==> src/rtl/segdec_pkg.sv <==
package segdec_pkg;
  localparam int DataW      = 14;
  localparam int UpperW     = 5;
  localparam int MidW       = 4;
  localparam int LowW       = DataW - UpperW - MidW;
  localparam int UpperLines = (1 << UpperW) - 1;
  localparam int MidLines   = (1 << MidW) - 1;
  localparam int NumCh      = 2;

  // Strobes from control to datapath
  typedef struct packed {
    logic clearStage;
    logic loadStage;
  } segStrobe_t;
endpackage

==> src/rtl/segdec_thermo.sv <==
module segdec_thermo #(
  parameter int W = 4,
  localparam int Lines = (1 << W) - 1
) (
  input  logic [W-1:0]     val,
  output logic [Lines-1:0] lines
);
  for (genvar k = 0; k < Lines; k++) begin : g_line
    assign lines[k] = (int'(val) > k);
  end
endmodule

==> src/rtl/segdec_ctrl.sv <==
module segdec_ctrl
  import segdec_pkg::*;
(
  input  logic       rst,
  output segStrobe_t strobe
);
  always_comb begin
    strobe.clearStage = rst;
    strobe.loadStage  = !rst;
  end
endmodule

==> src/rtl/segdec_datapath.sv <==
module segdec_datapath
  import segdec_pkg::*;
(
  input  logic                  clk,
  input  segStrobe_t            strobe,
  input  logic [DataW-1:0]      dIn,
  output logic [UpperLines-1:0] upperA,
  output logic [UpperLines-1:0] upperB,
  output logic [MidLines-1:0]   midA,
  output logic [MidLines-1:0]   midB,
  output logic [LowW-1:0]       lowA,
  output logic [LowW-1:0]       lowB
);
  localparam int MidLo   = LowW;
  localparam int UpperLo = LowW + MidW;

  logic [DataW-1:0]      wordQ;
  logic [UpperLines-1:0] upperDec;
  logic [MidLines-1:0]   midDec;

  // Stage 1: input capture
  always_ff @(posedge clk) begin
    if (strobe.clearStage)     wordQ <= '0;
    else if (strobe.loadStage) wordQ <= dIn;
  end

  segdec_thermo #(.W(UpperW)) uUpper (
    .val  (wordQ[UpperLo +: UpperW]),
    .lines(upperDec)
  );

  segdec_thermo #(.W(MidW)) uMid (
    .val  (wordQ[MidLo +: MidW]),
    .lines(midDec)
  );

  // Stage 2: aligned complementary selects
  always_ff @(posedge clk) begin
    if (strobe.clearStage) begin
      upperA <= '0;
      upperB <= '1;
      midA   <= '0;
      midB   <= '1;
      lowA   <= '0;
      lowB   <= '1;
    end else if (strobe.loadStage) begin
      upperA <= upperDec;
      upperB <= ~upperDec;
      midA   <= midDec;
      midB   <= ~midDec;
      lowA   <= wordQ[LowW-1:0];
      lowB   <= ~wordQ[LowW-1:0];
    end
  end
endmodule

==> src/rtl/segdec_dual.sv <==
module segdec_dual
  import segdec_pkg::*;
(
  input  logic                  clk,
  input  logic                  rst,
  input  logic [DataW-1:0]      ch0Data,
  input  logic [DataW-1:0]      ch1Data,
  output logic [UpperLines-1:0] ch0UpperA,
  output logic [UpperLines-1:0] ch0UpperB,
  output logic [MidLines-1:0]   ch0MidA,
  output logic [MidLines-1:0]   ch0MidB,
  output logic [LowW-1:0]       ch0LowA,
  output logic [LowW-1:0]       ch0LowB,
  output logic [UpperLines-1:0] ch1UpperA,
  output logic [UpperLines-1:0] ch1UpperB,
  output logic [MidLines-1:0]   ch1MidA,
  output logic [MidLines-1:0]   ch1MidB,
  output logic [LowW-1:0]       ch1LowA,
  output logic [LowW-1:0]       ch1LowB
);
  segStrobe_t strobe;

  logic [DataW-1:0]      dIn    [NumCh];
  logic [UpperLines-1:0] upA    [NumCh];
  logic [UpperLines-1:0] upB    [NumCh];
  logic [MidLines-1:0]   mdA    [NumCh];
  logic [MidLines-1:0]   mdB    [NumCh];
  logic [LowW-1:0]       loA    [NumCh];
  logic [LowW-1:0]       loB    [NumCh];

  segdec_ctrl uCtrl (
    .rst   (rst),
    .strobe(strobe)
  );

  assign dIn[0] = ch0Data;
  assign dIn[1] = ch1Data;

  for (genvar c = 0; c < NumCh; c++) begin : g_ch
    segdec_datapath uPath (
      .clk   (clk),
      .strobe(strobe),
      .dIn   (dIn[c]),
      .upperA(upA[c]),
      .upperB(upB[c]),
      .midA  (mdA[c]),
      .midB  (mdB[c]),
      .lowA  (loA[c]),
      .lowB  (loB[c])
    );
  end

  assign ch0UpperA = upA[0];
  assign ch0UpperB = upB[0];
  assign ch0MidA   = mdA[0];
  assign ch0MidB   = mdB[0];
  assign ch0LowA   = loA[0];
  assign ch0LowB   = loB[0];
  assign ch1UpperA = upA[1];
  assign ch1UpperB = upB[1];
  assign ch1MidA   = mdA[1];
  assign ch1MidB   = mdB[1];
  assign ch1LowA   = loA[1];
  assign ch1LowB   = loB[1];
endmodule

==> config.mk <==
export PLATFORM = sky130hd
export DESIGN_NAME = segdec_dual
export DESIGN_NICKNAME = d
export VERILOG_FILES = /design/src/rtl/segdec_pkg.sv /design/src/rtl/segdec_thermo.sv /design/src/rtl/segdec_ctrl.sv /design/src/rtl/segdec_datapath.sv /design/src/rtl/segdec_dual.sv
export SDC_FILE = /design/constraint.sdc
export NUM_CORES = 1
export LEC_CHECK = 0
export ABC_CLOCK_PERIOD_IN_PS = 2100
export CORE_MARGIN = 2
export CORE_UTILIZATION = 60
export CTS_CLUSTER_DIAMETER = 40
export DETAILED_ROUTE_END_ITERATION = 10
export DONT_BUFFER_PORTS = 1
export HOLD_SLACK_MARGIN = 0.02
export PLACE_DENSITY = 0.76
export SYNTH_ARGS = -nofsm -noshare
export SYNTH_HDL_FRONTEND = slang
export SYNTH_SLANG_ARGS = --single-unit
==> constraint.sdc <==
create_clock -name clk -period 2.1 [get_ports clk]
set_input_delay 0.315 -clock clk [delete_from_list [all_inputs] [get_ports clk]]
set_output_delay 0.315 -clock clk [all_outputs]
set_load 0.1 [all_outputs]
## Word-level counts from Yosys, hierarchy flattened

Cells that the tools add are included.

| operators by class | value |
|---|---|
| $lt $le $gt $ge | 92 |
| bitwise logic cells | 6 |

Operators with widths:

| operator | count |
|---|---|
| $gt 5x5->1 const B | 30 |
| $gt 5x4->1 const B | 16 |
| $not 31->31 | 2 |
| $gt 4x4->1 const B | 14 |
| $gt 5x3->1 const B | 8 |
| $gt 4x3->1 const B | 8 |
| $not 15->15 | 2 |
| $gt 5x1->1 const B | 4 |
| $gt 5x2->1 const B | 4 |
| $gt 4x1->1 const B | 4 |
| $gt 4x2->1 const B | 4 |
| $not 5->5 | 2 |

| storage, ports and cells | value |
|---|---|
| register bits | 232 |
| input bits | 30 |
| output and inout bits | 204 |

## Longest topological paths before layout

Gate-level depths: netlist (run 1).

| depth | value |
|---|---|
| depth in word-level cells | 2 |
| depth in mapped cells | 6 |
| gate-level depth less buffers | 3 |

## Hierarchy

A second synthesis (run 1) with hierarchy kept.

| second synthesis, totals | value |
|---|---|
| cell total of the unflattened synthesis | 1024 |
| area, all modules | 9227.6 um^2 |

Modules (own cells, without submodules):

| module | times used | cells an instance | area each (um^2) | sequential area each (um^2) |
|---|---|---|---|---|
| segdec_datapath | 2 | 430 | 4162.7 | 2322.2 |
| segdec_thermo at g_ch[0].uPath.uUpper ... | 2 | 57 | 305.3 | 0.0 |
| segdec_thermo at g_ch[0].uPath.uMid ... | 2 | 24 | 140.1 | 0.0 |
| segdec_ctrl | 1 | 2 | 11.3 | 0.0 |

## Least setup slack after synthesis (run 1)

Ideal clock, no wire load.

| path | value |
|---|---|
| kind | reg2out |
| start | register g_ch[0].uPath.lowA[0] |
| end | output ch0LowA[0] |
| arrival time | 909 ps |
| data required time | 1785 ps |
| setup slack | 876 ps |
| cell stages (with the launch flop) | 1 |
| cells stage by stage | dfxtp_1 |

RTL lines:

| element | RTL line | RTL |
|---|---|---|
| start: declaration | segdec_datapath.sv:11 | `output logic [LowW-1:0] lowA,` |
| start signal: assignment | segdec_datapath.sv:51 | `lowA <= wordQ[LowW-1:0];` |
| end: declaration | segdec_dual.sv:12 | `output logic [LowW-1:0] ch0LowA,` |

No word-level cell between the ends.

## Worst setup path after layout (run 1)

| path | value |
|---|---|
| start | register g_ch[0].uPath.wordQ[12] |
| end | register g_ch[0].uPath.upperA[5] |

| between the ends | value |
|---|---|
| longest elaborated chain between the ends | 1 |

Ends and longest elaborated chain:

| element | RTL line | RTL |
|---|---|---|
| start: declaration | segdec_datapath.sv:17 | `logic [DataW-1:0] wordQ;` |
| start signal: assignment | segdec_datapath.sv:24 | `else if (strobe.loadStage) wordQ <= dIn;` |
| $gt 5x3->1 | segdec_thermo.sv:9 | `assign lines[k] = (int'(val) > k);` |
| end signal: assignment | segdec_datapath.sv:47 | `upperA <= upperDec;` |
| end: declaration | segdec_datapath.sv:7 | `output logic [UpperLines-1:0] upperA,` |

Every way passes these cells.
A chain may end at the register's enable or synchronous reset.

==> results of run 1 <==
==> routing by layer <==
layer  global-route usage (%)  vias to the layer above  routed length, µm
li1                         -                     2284                  -
met1                    30.31                     2376               6307
met2                    52.31                      238               9167
met3                    7.651                       49               1338
met4                    12.00                        0                596
met5                        0                        -                  0
==> metrics by stage <==
stage,utilization [%],cells
after floorplan,-,572
after global placement,74.70,874
after detailed placement,74.70,874
after CTS,85.40,952
final,85.42,952
after global routing,85.42,952
==> critical path, stage by stage (launching register included) <==
cell                            delay (ps)
sky130_fd_sc_hd__dfxtp_1               500
sky130_fd_sc_hd__nor2_1                680
sky130_fd_sc_hd__a21oi_1               120
sky130_fd_sc_hd__dlygate4sd3_1         580
==> sequential cells by signal, indices dropped and copies added (netlist names) <==
register,flops
g_ch.uPath.upperA,62
g_ch.uPath.upperB,62
g_ch.uPath.midA,30
g_ch.uPath.midB,30
g_ch.uPath.wordQ,28
g_ch.uPath.lowA,10
g_ch.uPath.lowB,10
==> logic make-up after synthesis <==
family	Yosys count	synth area share (%)
simple gates	166	13.93
compound gates	108	10.60
buf+inv	66	5.099
flops	232	70.37
==> Yosys cell counts (3+ instances only) <==
library cell               number  area share [%]
sky130_fd_sc_hd__nand2b_1       5            0.47
sky130_fd_sc_hd__a21oi_1       32             2.4
sky130_fd_sc_hd__a21o_1        26             3.0
sky130_fd_sc_hd__and3_1         3            0.28
sky130_fd_sc_hd__nor2_1        52             3.0
sky130_fd_sc_hd__nor2b_1       41             3.9
sky130_fd_sc_hd__o21ai_1        3            0.23
sky130_fd_sc_hd__o21a_1         5            0.57
sky130_fd_sc_hd__a31oi_1        4            0.38
sky130_fd_sc_hd__o21ba_2        4            0.61
sky130_fd_sc_hd__nand3_1        5            0.38
sky130_fd_sc_hd__o21bai_1       5            0.57
sky130_fd_sc_hd__nand2_1       15            0.85
sky130_fd_sc_hd__nor3_1         8            0.61
sky130_fd_sc_hd__inv_2          4            0.23
sky130_fd_sc_hd__or2_1         18             1.7
sky130_fd_sc_hd__dfxtp_1      232              70
sky130_fd_sc_hd__buf_4          5            0.57
sky130_fd_sc_hd__a21oi_2        5            0.66
sky130_fd_sc_hd__o211a_1        3            0.45
sky130_fd_sc_hd__buf_6          4            0.68
sky130_fd_sc_hd__inv_1         19             1.1
sky130_fd_sc_hd__o21ai_0       18             1.4
sky130_fd_sc_hd__clkbuf_1       3            0.17
sky130_fd_sc_hd__buf_2         29             2.2
sky130_fd_sc_hd__and2_1         6            0.57
==> power by group <==
group          switching, mW  leakage [nW]  total [mW]  internal, mW
clock network           1.71         0.386        4.15          2.45
registers              0.130          1.91        4.72          4.59
logic                   1.39          1.86        1.74         0.343
total                   3.23          4.16        10.6          7.38
==> worst min-delay path by stage <==
stage / start / endpoint / slack (ps) / cells past startpoint
6_report: rst / g_ch[1].uPath.midA[11] / 50 / 1
5_1_grt: rst / g_ch[1].uPath.midA[11] / 20 / 1
4_1_cts: rst / g_ch[1].uPath.midA[11] / 20 / 1
3_5_place_dp: rst / g_ch[0].uPath.wordQ[9] / 400 / 1
3_3_place_gp: rst / g_ch[1].uPath.wordQ[3] / 400 / 1
2_1_floorplan: ch0Data[1] / g_ch[0].uPath.wordQ[1] / 440 / 1
==> what timing repair did <==
action,CTS,global route
resized for setup,0,1
hold endpoints to repair,156,0
hold buffers,34,0
endpoints found under the setup margin,0,1
==> cell type report <==
class / count / area (µm²) / area share (%)
Tap cell: 140 / 175.2 / 1.900
Sequential cell: 232 / 4646 / 50.39
Inverter: 24 / 92.59 / 1.004
Clock buffer: 35 / 668.1 / 7.248
Clock inverter: 9 / 128.9 / 1.398
Multi-Input combinational cell: 274 / 1619 / 17.56
Timing Repair Buffer: 238 / 1889 / 20.49
==> Flow_metrics.wiki, run 1 <==
{| class="wikitable"
! Metric !! Value
|-
| Status || complete, no violations
|-
| Clock Sinks || 232
|-
| Clock transition at the registers of the reported paths || 70 ps
|-
| Slew Viols, Final || 0
|-
| Fraction of layout instances using a drive strength above 1 || 32.88%
|-
| GRT Overall Usage || 28.38%
|-
| Detailed router's first-iteration violation count || 295
|-
| # port buffers || 0
|-
| Number of nets with antenna violations after routing || 0
|-
| PnR worst setup slack || 107.4 ps
|-
| Cell row count || 38
|-
| Global-route wire length before repair || ~26 mm
|-
| Async S/R FF share, synth || 0%
|-
| Crit path kind || reg2reg
|-
| Number of unique standard cell types used by synthesis || 39
|-
| Wire length after detailed routing || 17.41 mm
|-
| Setup WS pre-CTS || 529.9 ps
|-
| Number of antenna violations at the first check in global routing || 0
|-
| Total nets after synthesis || 602
|-
| Area enclosed by the die boundary || about 12,000 µm²
|-
| Gate count of the mapped netlist || 572
|-
| Top Ports || 234
|-
| Peak fanout along the critical path || 16
|-
| Most used flip-flop cell after synthesis || sky130_fd_sc_hd__dfxtp_1
|-
| Clock network latency to the later pin of the worst-skew pair || 570 ps
|-
| Launching element type of the critical path || flip-flop
|-
| Count of inserted antenna diode cells || 0
|-
| P&R area growth vs syn || 39.68%
|-
| Count of H-tree levels built during CTS || 1
|-
| Clock tree root driver cell || sky130_fd_sc_hd__clkbuf_8
|-
| Number of synthesized flops with an enable pin || 0
|-
| Post-DR vias/cell || ~5.2
|-
| Final layout net count || ~820
|-
| Crit. Startpoint || g_ch[0].uPath.wordQ[12]
|-
| Area post-placement || 8063 µm²
|-
| Final Hold Vio Count || 0
|-
| Worst reg2reg path depth || 3
|-
| Maximum number of pins on one net before global-route repair || 113
|-
| Core Footprint || 10,790 µm²
|-
| Commonest cells after routing, fill and taps aside || sky130_fd_sc_hd__dfxtp_1, sky130_fd_sc_hd__buf_4, sky130_fd_sc_hd__nor2_1
|-
| Max clock buf depth || 3
|-
| Post-synthesis area per instance || 11.54 µm²
|-
| Slew of the pin with the lowest slew margin || 762.6 ps
|-
| Total of fill cells in the finished design || 514
|-
| Worst-case vdd ir drop || 0.7880 mV
|-
| Sequential cell area fraction in the yosys report || 70.37%
|-
| Unrepaired setup endpoints after global routing || false
|-
| Tightest Hold Check Type || in2reg
|-
| Post-CTS setup repair buffer count || 0
|-
| Peak Freq || 501.9 MHz
|-
| Pwr Density || 1151 nW/µm²
|-
| Critical R2R Launch || g_ch[0].uPath.wordQ[12]
|-
| Effective utilization at floorplan || 61.15%
|-
| Clock Skews || 11.52 ps
|-
| Cell area after technology mapping || roughly 6600 µm²
|-
| Remaining global-route overflow || 0
|-
| First-pass detailed-route iteration total || 4
|-
| Dpl hpwl || 9.721 mm
|-
| Most common cell after layout, fill and taps aside || sky130_fd_sc_hd__dfxtp_1
|-
| Worst setup endpoint || g_ch[0].uPath.upperA[5]
|-
| R2r endpoint || g_ch[0].uPath.upperA[5]
|-
| Headroom to the max-slew limit || slightly below 50%
|-
| Finished layout cell area || 9219 µm²
|-
| Global placer's final weighted congestion || 0.8658
|-
| Via count of the first global-routing pass || 4,977
|-
| Final worst hold slack || between 50 and 60 ps
|-
| Number of maximum-capacitance constraint violations || 0
|-
| Number of synthesized register bits || around 230
|-
| Setup slack, reg-to-reg || 110 ps
|-
| DRC violation count after routing || 0
|-
| CTS tree || yes
|-
| Number of warnings issued by yosys || 0
|-
| Detailed-route wire length per cell || 18.29 µm
|-
| Data arrival time of the critical path || 2460 ps
|-
| Total Power || about 11 mW
|-
| Shortest period the worst path allows || 1993 ps
|-
| Part of the cycle the worst path needs || 94.88%
|-
| Setup crit end kind || flip-flop
|-
| Static Leakage || 4.157 nW
|-
| Sum of negative setup slack || 0 ps
|-
| CTS Buf Count || 24
|-
| Critical path data required time || 2570 ps
|-
| Die boundary width || 108.9 µm
|-
| Total number of vias || 4,947
|-
| Number of endpoints failing setup at the final stage || 0
|-
| Chip Height || about 110 µm
|}
No activity file was read; power rests on OpenSTA's default activity.
==> inputs of run 2 (changes only) <==
CTS_CLUSTER_SIZE = 40   (was default)
==> Flow_metrics.wiki, run 2 (synthesis results as in run 1) <==
{| class="wikitable"
! Metric !! Value
|-
| Static Leakage || 4.110 nW
|-
| Area post-placement || 8063 µm²
|-
| DRC violation count after routing || 0
|-
| CTS tree || yes
|-
| Unrepaired setup endpoints after global routing || false
|-
| Number of endpoints failing setup at the final stage || 0
|-
| Clock transition at the registers of the reported paths || 80 ps
|-
| # port buffers || 0
|-
| Clock network latency to the later pin of the worst-skew pair || 560 ps
|-
| Top Ports || 234
|-
| Crit path kind || reg2reg
|-
| Part of the cycle the worst path needs || 91.78%
|-
| Worst-case vdd ir drop || 0.8630 mV
|-
| Number of nets with antenna violations after routing || 0
|-
| Total number of vias || 4,789
|-
| Slew of the pin with the lowest slew margin || 782.5 ps
|-
| Global placer's final weighted congestion || 0.8658
|-
| Post-DR vias/cell || 5.068
|-
| Status || complete, no violations
|-
| Detailed-route wire length per cell || roughly 18 µm
|-
| Critical path data required time || 2600 ps
|-
| Final layout net count || 820
|-
| Buffering stage count on the worst path with inverters included || 1
|-
| Core Footprint || 10,790 µm²
|-
| Remaining global-route overflow || 0
|-
| Clock tree root driver cell || sky130_fd_sc_hd__clkbuf_8
|-
| Detailed router's first-iteration violation count || 280
|-
| First-pass detailed-route iteration total || 4
|-
| Number of maximum-capacitance constraint violations || 0
|-
| Sum of negative setup slack || 0 ps
|-
| Die boundary width || 108.9 µm
|-
| Slew Viols, Final || 0
|-
| Effective utilization at floorplan || 61.15%
|-
| Cell row count || 38
|-
| Crit. Startpoint || g_ch[0].uPath.wordQ[11]
|-
| Wire length after detailed routing || roughly 17 mm
|-
| Most common cell after layout, fill and taps aside || sky130_fd_sc_hd__dfxtp_1
|-
| CP max-delay cell || sky130_fd_sc_hd__dfxtp_1
|-
| Finished layout cell area || between 9000 and 10,000 µm²
|-
| Final Hold Vio Count || 0
|-
| CP Cell Sequence || a41oi_1, nor2_1, dlygate4sd3_1
|-
| Post-CTS Resized || 0
|-
| Data arrival time of the critical path || 2430 ps
|-
| Peak fanout along the critical path || 24
|-
| Pwr Density || 1125 nW/µm²
|-
| Critical R2R Launch || g_ch[0].uPath.wordQ[11]
|-
| Headroom to the max-slew limit || 47.76%
|-
| Max clock buf depth || 3
|-
| Clock Sinks || 232
|-
| Launching element type of the critical path || flip-flop
|-
| Chip Height || approximately 110 µm
|-
| Fraction of layout instances using a drive strength above 1 || 32.80%
|-
| Family with the most delay on the worst path || flip-flops
|-
| Commonest cells after routing, fill and taps aside || sky130_fd_sc_hd__dfxtp_1, sky130_fd_sc_hd__buf_4, sky130_fd_sc_hd__nor2_1
|-
| Shortest period the worst path allows || 1927 ps
|-
| P&R area growth vs syn || 38.07%
|-
| Count of inserted antenna diode cells || 0
|-
| Peak Freq || 518.8 MHz
|-
| Area enclosed by the die boundary || 11,850 µm²
|-
| CTS Buf Count || 21
|-
| Number of antenna violations at the first check in global routing || 0
|-
| GRT Overall Usage || approximately 28%
|-
| Maximum number of pins on one net before global-route repair || 112
|-
| Count of H-tree levels built during CTS || 1
|-
| Via count of the first global-routing pass || 4,822
|-
| Clock Skews || 33.23 ps
|-
| Global-route wire length before repair || 25.17 mm
|-
| Largest regs || g_ch.uPath.upperA (62), g_ch.uPath.upperB (62)
|-
| Launch point of the worst hold path || rst
|-
| Dpl hpwl || 9.721 mm
|-
| Setup crit end kind || flip-flop
|-
| Max incr delay on CP || 830 ps
|-
| Tightest Hold Check Type || in2reg
|-
| Total of fill cells in the finished design || 516
|-
| Setup slack, reg-to-reg || 170 ps
|}
==> run 2: changes by cell type in the layout (fill, tap and decap cells not counted), moves of 2 or more <==
cell,before,now
sky130_fd_sc_hd__inv_6,0,5
sky130_fd_sc_hd__clkbuf_1,5,1
sky130_fd_sc_hd__clkbuf_8,9,5
sky130_fd_sc_hd__clkbuf_16,21,18
sky130_fd_sc_hd__clkinv_2,2,0
sky130_fd_sc_hd__clkinv_4,0,2
==> run 2: power breakdown <==
part	total, mW	internal [mW]	switching, mW
clock	3.81	2.01	1.80
sequential	4.71	4.58	0.128
combinational	1.73	0.341	1.39
==> run 2: layout make-up <==
class,instances,area (µm²),area share (%)
multi-input cells,274,1619,17.77
flip-flops and latches,232,4644,50.97
repair buffers,237,1879,20.62
inverters,24,92.59,1.016
clock inverters,14,178.9,1.963
well taps,140,175.2,1.922
clock buffers,24,523.0,5.739
==> run 2: final timing paths <==
check | cells after the start | endpoint
worst max-delay path | 3 | g_ch[0].uPath.upperA[14]
worst min-delay path | 1 | g_ch[1].uPath.upperB[7]
worst max register to register | 3 | g_ch[0].uPath.upperA[14]
worst min register to register | 1 | g_ch[1].uPath.lowA[4]
==> run 2: stage by stage <==
stage / hold WS, ps / power [mW] / utilization, % / std cells / setup WS (ps)
2_1_floorplan: 443.2 / 6.157 / - / 572 / 876.0
3_3_place_gp: 400.7 / 6.410 / 74.70 / 874 / 696.0
3_5_place_dp: 395.3 / 6.437 / 74.70 / 874 / 529.9
4_1_cts: 31.46 / 10.23 / 84.43 / 945 / 273.6
5_1_grt: 41.23 / 10.52 / 84.43 / 945 / 27.81
6_report: 62.69 / 10.25 / 84.43 / 945 / 172.6
==> run 2: timing repair <==
item	in CTS	in global routing
endpoints found under the hold margin	147	0
buffers inserted	0	0
hold buffers	33	0
==> run 2: metal layers <==
metal | track usage, % | wire length, µm | part of all wire [%] | up-vias
met3 | 6.754 | 1192 | 7.1 | 44
li1 | - | - | - | 2272
met4 | 10.26 | 505 | 3.0 | 0
met1 | 29.73 | 6352 | 38 | 2259
met2 | 51.60 | 8835 | 52 | 214
met5 | 0 | 0 | 0 | -
